File: src/rtl/pt_chan_pkg.sv
`timescale 1ns/100ps
package pt_chan_pkg;
  typedef enum logic {PT_RD = 1'b0, PT_WR = 1'b1} pt_dir_e;
  localparam int PT_NREG = 4;
endpackage

File: src/rtl/ptc_region_decode.sv
`timescale 1ns/100ps
module ptc_region_decode #(
  parameter int AW = 32,
  parameter int NREG = 4,
  parameter int SZ_LOG2 = 12,
  parameter logic [NREG*AW-1:0] BASES = '0,
  localparam int IW = (NREG > 1) ? $clog2(NREG) : 1
) (
  input  logic [AW-SZ_LOG2-1:0] addr_hi,
  output logic                  hit,
  output logic [IW-1:0]         idx
);
  logic [NREG-1:0] match;

  for (genvar k = 0; k < NREG; k++) begin : g_win
    assign match[k] = (addr_hi == BASES[k*AW+SZ_LOG2 +: AW-SZ_LOG2]);
  end

  // lowest window index wins when windows overlap
  always_comb begin
    hit = |match;
    idx = '0;
    for (int k = NREG - 1; k >= 0; k--) begin
      if (match[k]) idx = IW'(k);
    end
  end
endmodule

File: src/rtl/ptc_buf2.sv
`timescale 1ns/100ps
module ptc_buf2 #(
  parameter int DW = 32,
  parameter int DEPTH = 2,
  localparam int PW = (DEPTH > 1) ? $clog2(DEPTH) : 1,
  localparam int CW = $clog2(DEPTH + 1)
) (
  input  logic          clk,
  input  logic          rst,
  input  logic          flush,
  input  logic          push,
  input  logic [DW-1:0] din,
  input  logic          pop,
  output logic [DW-1:0] dout,
  output logic          empty,
  output logic          full
);
  logic [DW-1:0] mem [DEPTH];
  logic [PW-1:0] rptr, wptr;
  logic [CW-1:0] cnt;
  logic do_push, do_pop;

  function automatic logic [PW-1:0] bump(input logic [PW-1:0] p);
    return (p == PW'(DEPTH - 1)) ? '0 : p + PW'(1);
  endfunction

  assign empty   = (cnt == '0);
  assign full    = (cnt == CW'(DEPTH));
  assign do_push = push && !full;
  assign do_pop  = pop && !empty;
  assign dout    = mem[rptr];

  // storage has no reset so it can map onto RAM
  always_ff @(posedge clk) begin
    if (do_push) mem[wptr] <= din;
  end

  always_ff @(posedge clk) begin
    if (rst || flush) begin
      rptr <= '0;
      wptr <= '0;
      cnt  <= '0;
    end else begin
      if (do_push) wptr <= bump(wptr);
      if (do_pop)  rptr <= bump(rptr);
      case ({do_push, do_pop})
        2'b10:   cnt <= cnt + CW'(1);
        2'b01:   cnt <= cnt - CW'(1);
        default: cnt <= cnt;
      endcase
    end
  end
endmodule

File: src/rtl/ptc_seq.sv
`timescale 1ns/100ps
module ptc_seq
  import pt_chan_pkg::*;
(
  input  logic clk,
  input  logic rst,
  input  logic adr_vld,
  input  logic adr_hit,
  input  logic wr_req,
  input  logic irdy,
  input  logic last,
  input  logic lrdy,
  input  logic buf_empty,
  input  logic buf_full,
  output logic dir_wr,
  output logic addr_take,
  output logic host_beat,
  output logic local_take,
  output logic flush,
  output logic trdy,
  output logic attn,
  output logic burst_n
);
  logic    active, host_done;
  pt_dir_e dir;

  assign dir_wr     = (dir == PT_WR);
  assign trdy       = active && !host_done && (dir_wr ? !buf_full : !buf_empty);
  assign attn       = active && (dir_wr ? !buf_empty : (!buf_full && !host_done));
  assign host_beat  = irdy && trdy;
  assign local_take = attn && lrdy;
  assign addr_take  = adr_vld && !active && adr_hit;
  assign flush      = host_beat && last && !dir_wr;

  always_ff @(posedge clk) begin
    if (rst) begin
      active    <= 1'b0;
      host_done <= 1'b0;
      burst_n   <= 1'b1;
      dir       <= PT_RD;
    end else if (addr_take) begin
      active    <= 1'b1;
      host_done <= 1'b0;
      burst_n   <= 1'b1;
      dir       <= wr_req ? PT_WR : PT_RD;
    end else if (active) begin
      if (host_beat) begin
        burst_n <= last;
        if (last) begin
          host_done <= 1'b1;
          if (!dir_wr) active <= 1'b0;
        end
      end
      if (dir_wr && host_done && buf_empty) active <= 1'b0;
    end
  end
endmodule

File: src/rtl/pt_channel.sv
`timescale 1ns/100ps
module pt_channel
  import pt_chan_pkg::*;
#(
  parameter int AW = 32,
  parameter int DW = 32,
  parameter int NREG = PT_NREG,
  parameter int SZ_LOG2 = 12,
  parameter int DEPTH = 2,
  parameter logic [NREG*AW-1:0] BASES =
    {32'h4000_0000, 32'h3000_0000, 32'h2000_0000, 32'h1000_0000},
  localparam int BEW = DW / 8,
  localparam int RW = (NREG > 1) ? $clog2(NREG) : 1
) (
  input  logic           clk,
  input  logic           rst,
  input  logic           h_adr_vld,
  input  logic [AW-1:0]  h_addr,
  input  logic           h_wr,
  input  logic [BEW-1:0] h_be_n,
  input  logic           h_irdy,
  input  logic           h_last,
  input  logic [DW-1:0]  h_wdata,
  output logic           h_trdy,
  output logic [DW-1:0]  h_rdata,
  output logic           l_attn_n,
  output logic [RW-1:0]  l_region,
  output logic           l_dir,
  output logic [BEW-1:0] l_be_n,
  output logic           l_burst_n,
  output logic [AW-1:0]  l_addr,
  input  logic           l_rdy,
  output logic [DW-1:0]  l_dout,
  input  logic [DW-1:0]  l_din
);
  logic          hit;
  logic [RW-1:0] hit_idx;
  logic          dir_wr, addr_take, host_beat, local_take, flush, attn;
  logic          buf_empty, buf_full;
  logic [DW-1:0] buf_head;

  ptc_region_decode #(
    .AW(AW), .NREG(NREG), .SZ_LOG2(SZ_LOG2), .BASES(BASES)
  ) u_dec (
    .addr_hi(h_addr[AW-1:SZ_LOG2]),
    .hit    (hit),
    .idx    (hit_idx)
  );

  ptc_seq u_seq (
    .clk       (clk),
    .rst       (rst),
    .adr_vld   (h_adr_vld),
    .adr_hit   (hit),
    .wr_req    (h_wr),
    .irdy      (h_irdy),
    .last      (h_last),
    .lrdy      (l_rdy),
    .buf_empty (buf_empty),
    .buf_full  (buf_full),
    .dir_wr    (dir_wr),
    .addr_take (addr_take),
    .host_beat (host_beat),
    .local_take(local_take),
    .flush     (flush),
    .trdy      (h_trdy),
    .attn      (attn),
    .burst_n   (l_burst_n)
  );

  ptc_buf2 #(.DW(DW), .DEPTH(DEPTH)) u_buf (
    .clk  (clk),
    .rst  (rst),
    .flush(flush),
    .push (dir_wr ? host_beat : local_take),
    .din  (dir_wr ? h_wdata : l_din),
    .pop  (dir_wr ? local_take : host_beat),
    .dout (buf_head),
    .empty(buf_empty),
    .full (buf_full)
  );

  // access attributes captured at the accepted address phase
  always_ff @(posedge clk) begin
    if (rst) begin
      l_region <= '0;
      l_dir    <= 1'b0;
      l_be_n   <= '1;
      l_addr   <= '0;
    end else if (addr_take) begin
      l_region <= hit_idx;
      l_dir    <= h_wr;
      l_be_n   <= h_be_n;
      l_addr   <= h_addr;
    end
  end

  assign l_attn_n = !attn;
  assign l_dout   = buf_head;
  assign h_rdata  = buf_head;
endmodule

File: config.mk
export PLATFORM = sky130hd
export DESIGN_NAME = pt_channel
export DESIGN_NICKNAME = d
export VERILOG_FILES = /design/src/rtl/pt_chan_pkg.sv /design/src/rtl/ptc_region_decode.sv /design/src/rtl/ptc_buf2.sv /design/src/rtl/ptc_seq.sv /design/src/rtl/pt_channel.sv
export SDC_FILE = /design/constraint.sdc
export NUM_CORES = 1
export LEC_CHECK = 0
export BUFFER_PORTS_ARGS = -buffer_cell sky130_fd_sc_hd__buf_2
export CAP_MARGIN = 15
export CORE_ASPECT_RATIO = 1.25
export CORE_MARGIN = 2
export CORE_UTILIZATION = 50
export CTS_CLUSTER_DIAMETER = 80
export DETAILED_ROUTE_END_ITERATION = 12
export GPL_TIMING_DRIVEN = 1
export PLACE_DENSITY = 0.94
export SKIP_CTS_REPAIR_TIMING = 1
export SYNTH_ARGS = -nofsm -noshare
export SYNTH_HDL_FRONTEND = slang
export SYNTH_SLANG_ARGS = --single-unit
File: constraint.sdc
create_clock -name clk -period 4.65 [get_ports clk]
set_input_delay 1.1625 -clock clk [delete_from_list [all_inputs] [get_ports clk]]
set_output_delay 1.1625 -clock clk [all_outputs]
set_load 0.01 [all_outputs]
# Word level (Yosys, flattened, before mapping)
# Memories as Yosys holds them, arrays and structs flattened. A register that Yosys moved wholly into a read port is not among the register bits.
# Index checks and enable logic that the tools add are counted.
# W data, S select, Z words.
# op_classes
addsub	4
mux	23
n_eq_ne	7
reduce_logical	27
# ops
operator	n
$eq A20 B18 Y1 const B	2
$mux W32	1
$eq A20 B17 Y1 const B	1
$eq A20 B19 Y1 const B	1
$mux W1	17
$logic_and A1 B1 Y1	14
$mux W2	4
$logic_not A1 Y1	6
$eq A2 B2 Y1 const B	2
$pmux W2 S2	1
$reduce_or A4 Y1	1
$reduce_and A3 Y1	1
$add A1 B1 Y1 const B	2
$add A2 B1 Y2 const B	1
$eq A2 B1 Y1 const B	1
$logic_not A2 Y1	1
$reduce_and A2 Y1	1
$reduce_bool A2 Y1	1
$reduce_or A2 Y1	1
$sub A2 B1 Y2 const B	1
$logic_or A1 B1 Y1	1
# totals
word_cells	73
register_bits	47
mem_bits_rw	64
mem_count	1
# mem_list
name	depth	width	read_ports	rd_clocked_by_memory_dff	write_ports	line_no	text
u_buf.mem	2	32	1	1	1	ptc_buf2.sv:18	logic [DW-1:0] mem [DEPTH];

# Depth between registers and ports, before layout
# depth
ltp_word	10
ltp_mapped	8

# Hierarchy
# From an unflattened synthesis, not the netlist that was laid out.
# unflattened
cells_unflattened	368
area_unflattened_um2	4952.2
# by_module_without_submodules
mod	area_each_um2	cells_each	seq_area_each_um2	instances
ptc_buf2	2531.2	127	2021.9	1
pt_channel	2062.0	197	780.7	1
ptc_seq	246.5	29	80.1	1
ptc_region_decode	112.6	15	0.0	1

# Least setup slack after synthesis
# OpenSTA, ideal clock, no wires.
# synth_path
path_type	input port to flip-flop
start	input h_irdy
end	memory u_buf.mem[0][0], enable pin
n_path_buf	0
t_arrival_ns	2.820
setup_slack_ns	1.408
cell_stages	3
required_ns	4.229
cell_sequence	mux2_2 -> nand3_1 -> nor2_1
# synth_via
elab_chain_len	5
# synth_rtl
item	line_no	text
start, declared	pt_channel.sv:21	input logic h_irdy,
$logic_and A1 B1 Y1	ptc_seq.sv:30	assign host_beat = irdy && trdy;
$mux W1	pt_channel.sv:75	.push (dir_wr ? host_beat : local_take),
$logic_and A1 B1 Y1	ptc_buf2.sv:29	assign do_push = push && !full;
$mux W1	ptc_buf2.sv:35	if (do_push) mem[wptr] <= din;
$mux W1 (implied by the code)	ptc_buf2.sv:35	
end, declared	ptc_buf2.sv:18	
# No other way between the ends.

# Final worst setup path
# layout_path
start	input h_addr[26]
end	register l_be_n[3]
# layout_via
elab_chain_len	3
elab_cells_between_ends	6
classes_between	4 x eq/ne; 2 x reduce/logical
# layout_rtl
item	line_no	text
start, declared	pt_channel.sv:18	input logic [AW-1:0] h_addr,
$eq A20 B17 Y1, or another cell as far along	ptc_region_decode.sv:16	assign match[k] = (addr_hi == BASES[k*AW+SZ_LOG2 +: AW-SZ_LOG2]);
$reduce_or A4 Y1 (*)	ptc_region_decode.sv:21	hit = |match;
$logic_and A1 B1 Y1 (*)	ptc_seq.sv:32	assign addr_take = adr_vld && !active && adr_hit;
end signal, assigned	pt_channel.sv:93	l_be_n <= h_be_n;
end, declared	pt_channel.sv:29	output logic [BEW-1:0] l_be_n,
# Every way passes the cells marked *; elsewhere a longest branch is shown, timed or not.
# A chain may end at the register's enable or synchronous reset.

==> out/metrics.yaml <==
run_status:
  status: "completed"
worst_setup_path:
  crit_type: "in2reg"
  worstPathArrival_ns: 3.45
  crit_start: "h_addr[26]"
  worst-path-max-fanout: 23
  timing.rr.end: "u_buf.mem[1][11]"
  r2r_cells: 3
  r2r_slack_ns: 1.96
  cp-end-kind: "flip-flop"
  critPathRequiredTime_ns: 4.93
  cp-endpoint: "l_be_n[3]"
  critPathLaunchType: "input port"
  reg2reg_from: "l_dir"
clock_network:
  numCtsBuffers: 9
  htreeDepth: 3
  cts_root_buf: "clkbuf_16"
  clockBufferDepth: 2
  path_clk_slew_ns: 0.07
  cts_tree: "done"
  cts.sinks: 111
  clkLatencyLatePin_ns: 0.33
layout:
  fin_util_pct: 63.3
  antenna_cells: 0
  drive_gt1_share_pct: 54.9
  area_growth_pct: 24.5
  nets: 649
floorplan:
  die_width_um: 91.9
  core_um2: 9510
  start_util_pct: 50.8
  die_y_um: 114
  ios: 213
  die_area_um2: 10500
  core.rowCount: 40
grt:
  overflow: 0
  grt_max_degree: 45
  antenna_found_initial: 0
  track_usage_pct: 20.3
  grt_pass1_vias: 3479
  grt_pass1_wl_um: 16500
placement:
  dp_hpwl_um: 7890
  port_buffers: 212
  gp_congestion: 0.814
synth:
  syn-num-nets: 481
  synth.area.top_cells: "edfxtp_1 (40%), dfxtp_1 (19%), mux2_2 (15%), buf_4 (5.0%), nor3b_1 (2.8%)"
  netlist_area_um2: 4830
  synthArstFlopShare_pct: 0
  synth_edf_count: 64
  synth-main-ff-cell: "edfxtp_1"
  yosysSeqAreaShare_pct: 59.2
  ys_ff_latch: 111
  yosysTopAreaCell: "edfxtp_1"
  yosysUniqueCellTypes: 40
  yosysWarnings: 0
  synth_cells: 373
  avgSynthCellArea_um2: 13.0
  yosys.area.top_type_share_pct: 39.8
detailed_routing:
  drtIter0Drc: 126
  wl_per_cell_um: 16.1
  final_antenna_net_count: 0
  dr_total_vias: 3570
  first_pass_iters: 4
  drc: 0
  drt-vias-per-instance: 5.31
  drt_wl_total_um: 10800
power:
  p_leak_nw: 2.41
  p_per_area_nw_per_um2: 307
  peakVddDrop_v: 0.000179
sta:
  relSlewSlack_pct: 36.4
  min_period_ns: 3.17
  rsz0062_at_grt: "no"
  setup_viol: 0
  finalMaxSlewViolations: 0
  worst_pin_slew_ns: 0.954
  final_hold_viol_count: 0
  skew_ns: 0.00548
  fmax_ghz: 0.315
  fin_setup_tns_ns: 0
  post-route-period-util_pct: 68.3
min_path:
  hp-start: "l_addr[17]"
  hold_path_class: "reg2reg"
run:
  maxCapViolations: 0
==> registers in the layout, summed over array words and instances (netlist names), named ones only <==
name and cells:
u_buf.rptr 1, l_dir 1, u_buf.wptr 1, u_seq.active 1, l_region 2, u_seq.host_done 1, u_buf.mem 64, u_buf.cnt 2
l_be_n 4, l_addr 32, u_seq.burst_n 1
==> metal layers <==
metal | global-route usage, % | vias to the layer above | wire (um)
met3 | 5.94 | 20 | 993
met1 | 22.7 | 1668 | 4180
li1 | - | 1688 | -
met2 | 36.2 | 194 | 5400
met4 | 8.46 | 0 | 263
met5 | 0 | - | 0
==> cell families (layout without fill, tap and decap cells) <==
logic type | after synthesis | count (layout) | synth area share, %
DFF | 111 | 111 | 59.2
and+or+nand+nor | 73 | 73 | 9.76
muxes | 66 | 66 | 15.4
buffers and inverters | 62 | 235 | 7.53
AOI/OAI and AO/OA | 53 | 53 | 6.58
xor gates and xnor gates | 7 | 7 | 1.27
adders and majority gates | 1 | 1 | 0.259
==> layout by cell type, fill, tap and decap left out, types with 4 or more instances in the layout <==
master and count:
inv_1 5, nor3b_1 18, a21oi_1 18, dfxtp_1 46, a211o_1 4, nand2_1 4
nor2_1 10, xnor2_1 4, mux2_2 65, clkbuf_16 9, o21ai_0 18, edfxtp_1 64
o21a_1 5, buf_2 212, nand4_1 18
==> cell type report <==
| cell class | instances | area (um2) |
|---|---|---|
| Fill cell | 730 | 3490 |
| Sequential cell | 111 | 2860 |
| Multi-Input combinational cell | 200 | 1620 |
| Timing Repair Buffer | 214 | 1080 |
| Clock buffer | 10 | 229 |
| Tap cell | 126 | 158 |
| Clock inverter | 6 | 51.3 |
| Inverter | 5 | 18.8 |
==> per-stage QoR <==
step | cells | total power [mW] | cell area, um2 | setup WS, ns | hold WS [ns]
after floorplan | 373 | 1.09 | 4830 | 1.41 | 0.476
after global routing | 672 | 1.90 | 6020 | 1.24 | 0.484
after global placement | 656 | 1.14 | 5740 | 1.24 | 0.450
final | 672 | 1.84 | 6020 | 1.48 | 0.471
after detailed placement | 656 | 1.14 | 5740 | 1.15 | 0.463
after CTS | 672 | 1.86 | 6020 | 1.43 | 0.473
==> worst max-delay path, cell delays in order <==
cell,delay [ns]
buf_2,0.09
or4_4,0.55
or4_4,0.66
nor2_2,0.73
a211o_1,0.24
==> synthesized netlist by cell type (2+ instances only) <==
cell type   n
or4_1       2
nand2_1     4
or3_1       2
nand4_1    18
mux2_2     65
o21ai_0    18
a211o_1     4
nand3_1     2
buf_1       3
clkbuf_1   18
xnor2_1     4
xor2_1      3
edfxtp_1   64
buf_2       3
inv_1       5
o21a_1      5
buf_4      32
nor2_1     12
and2_1      2
or4_4       3
a21oi_1    18
nor3b_1    18
nor4_1      2
dfxtp_1    47
a211oi_1    2
nand2b_1    3
==> how the worst min path moves through the flow <==
stage                      end  slack [ns]  depth (start not counted)
2_1_floorplan  u_seq.host_done        0.48                          2
3_3_place_gp     u_seq.burst_n        0.45                          1
3_5_place_dp     u_seq.burst_n        0.46                          1
4_1_cts             l_addr[17]        0.47                          1
5_1_grt             l_addr[16]        0.48                          1
6_report            l_addr[17]        0.47                          1
==> power breakdown <==
group | internal (mW) | total, mW | switching [mW]
sequential | 1.04 | 1.04 | 0.000000793
clock | 0.410 | 0.724 | 0.314
combinational | 0.0464 | 0.0850 | 0.0386
total | 1.49 | 1.84 | 0.353
Note: power is estimated with default switching activity, not from simulation.
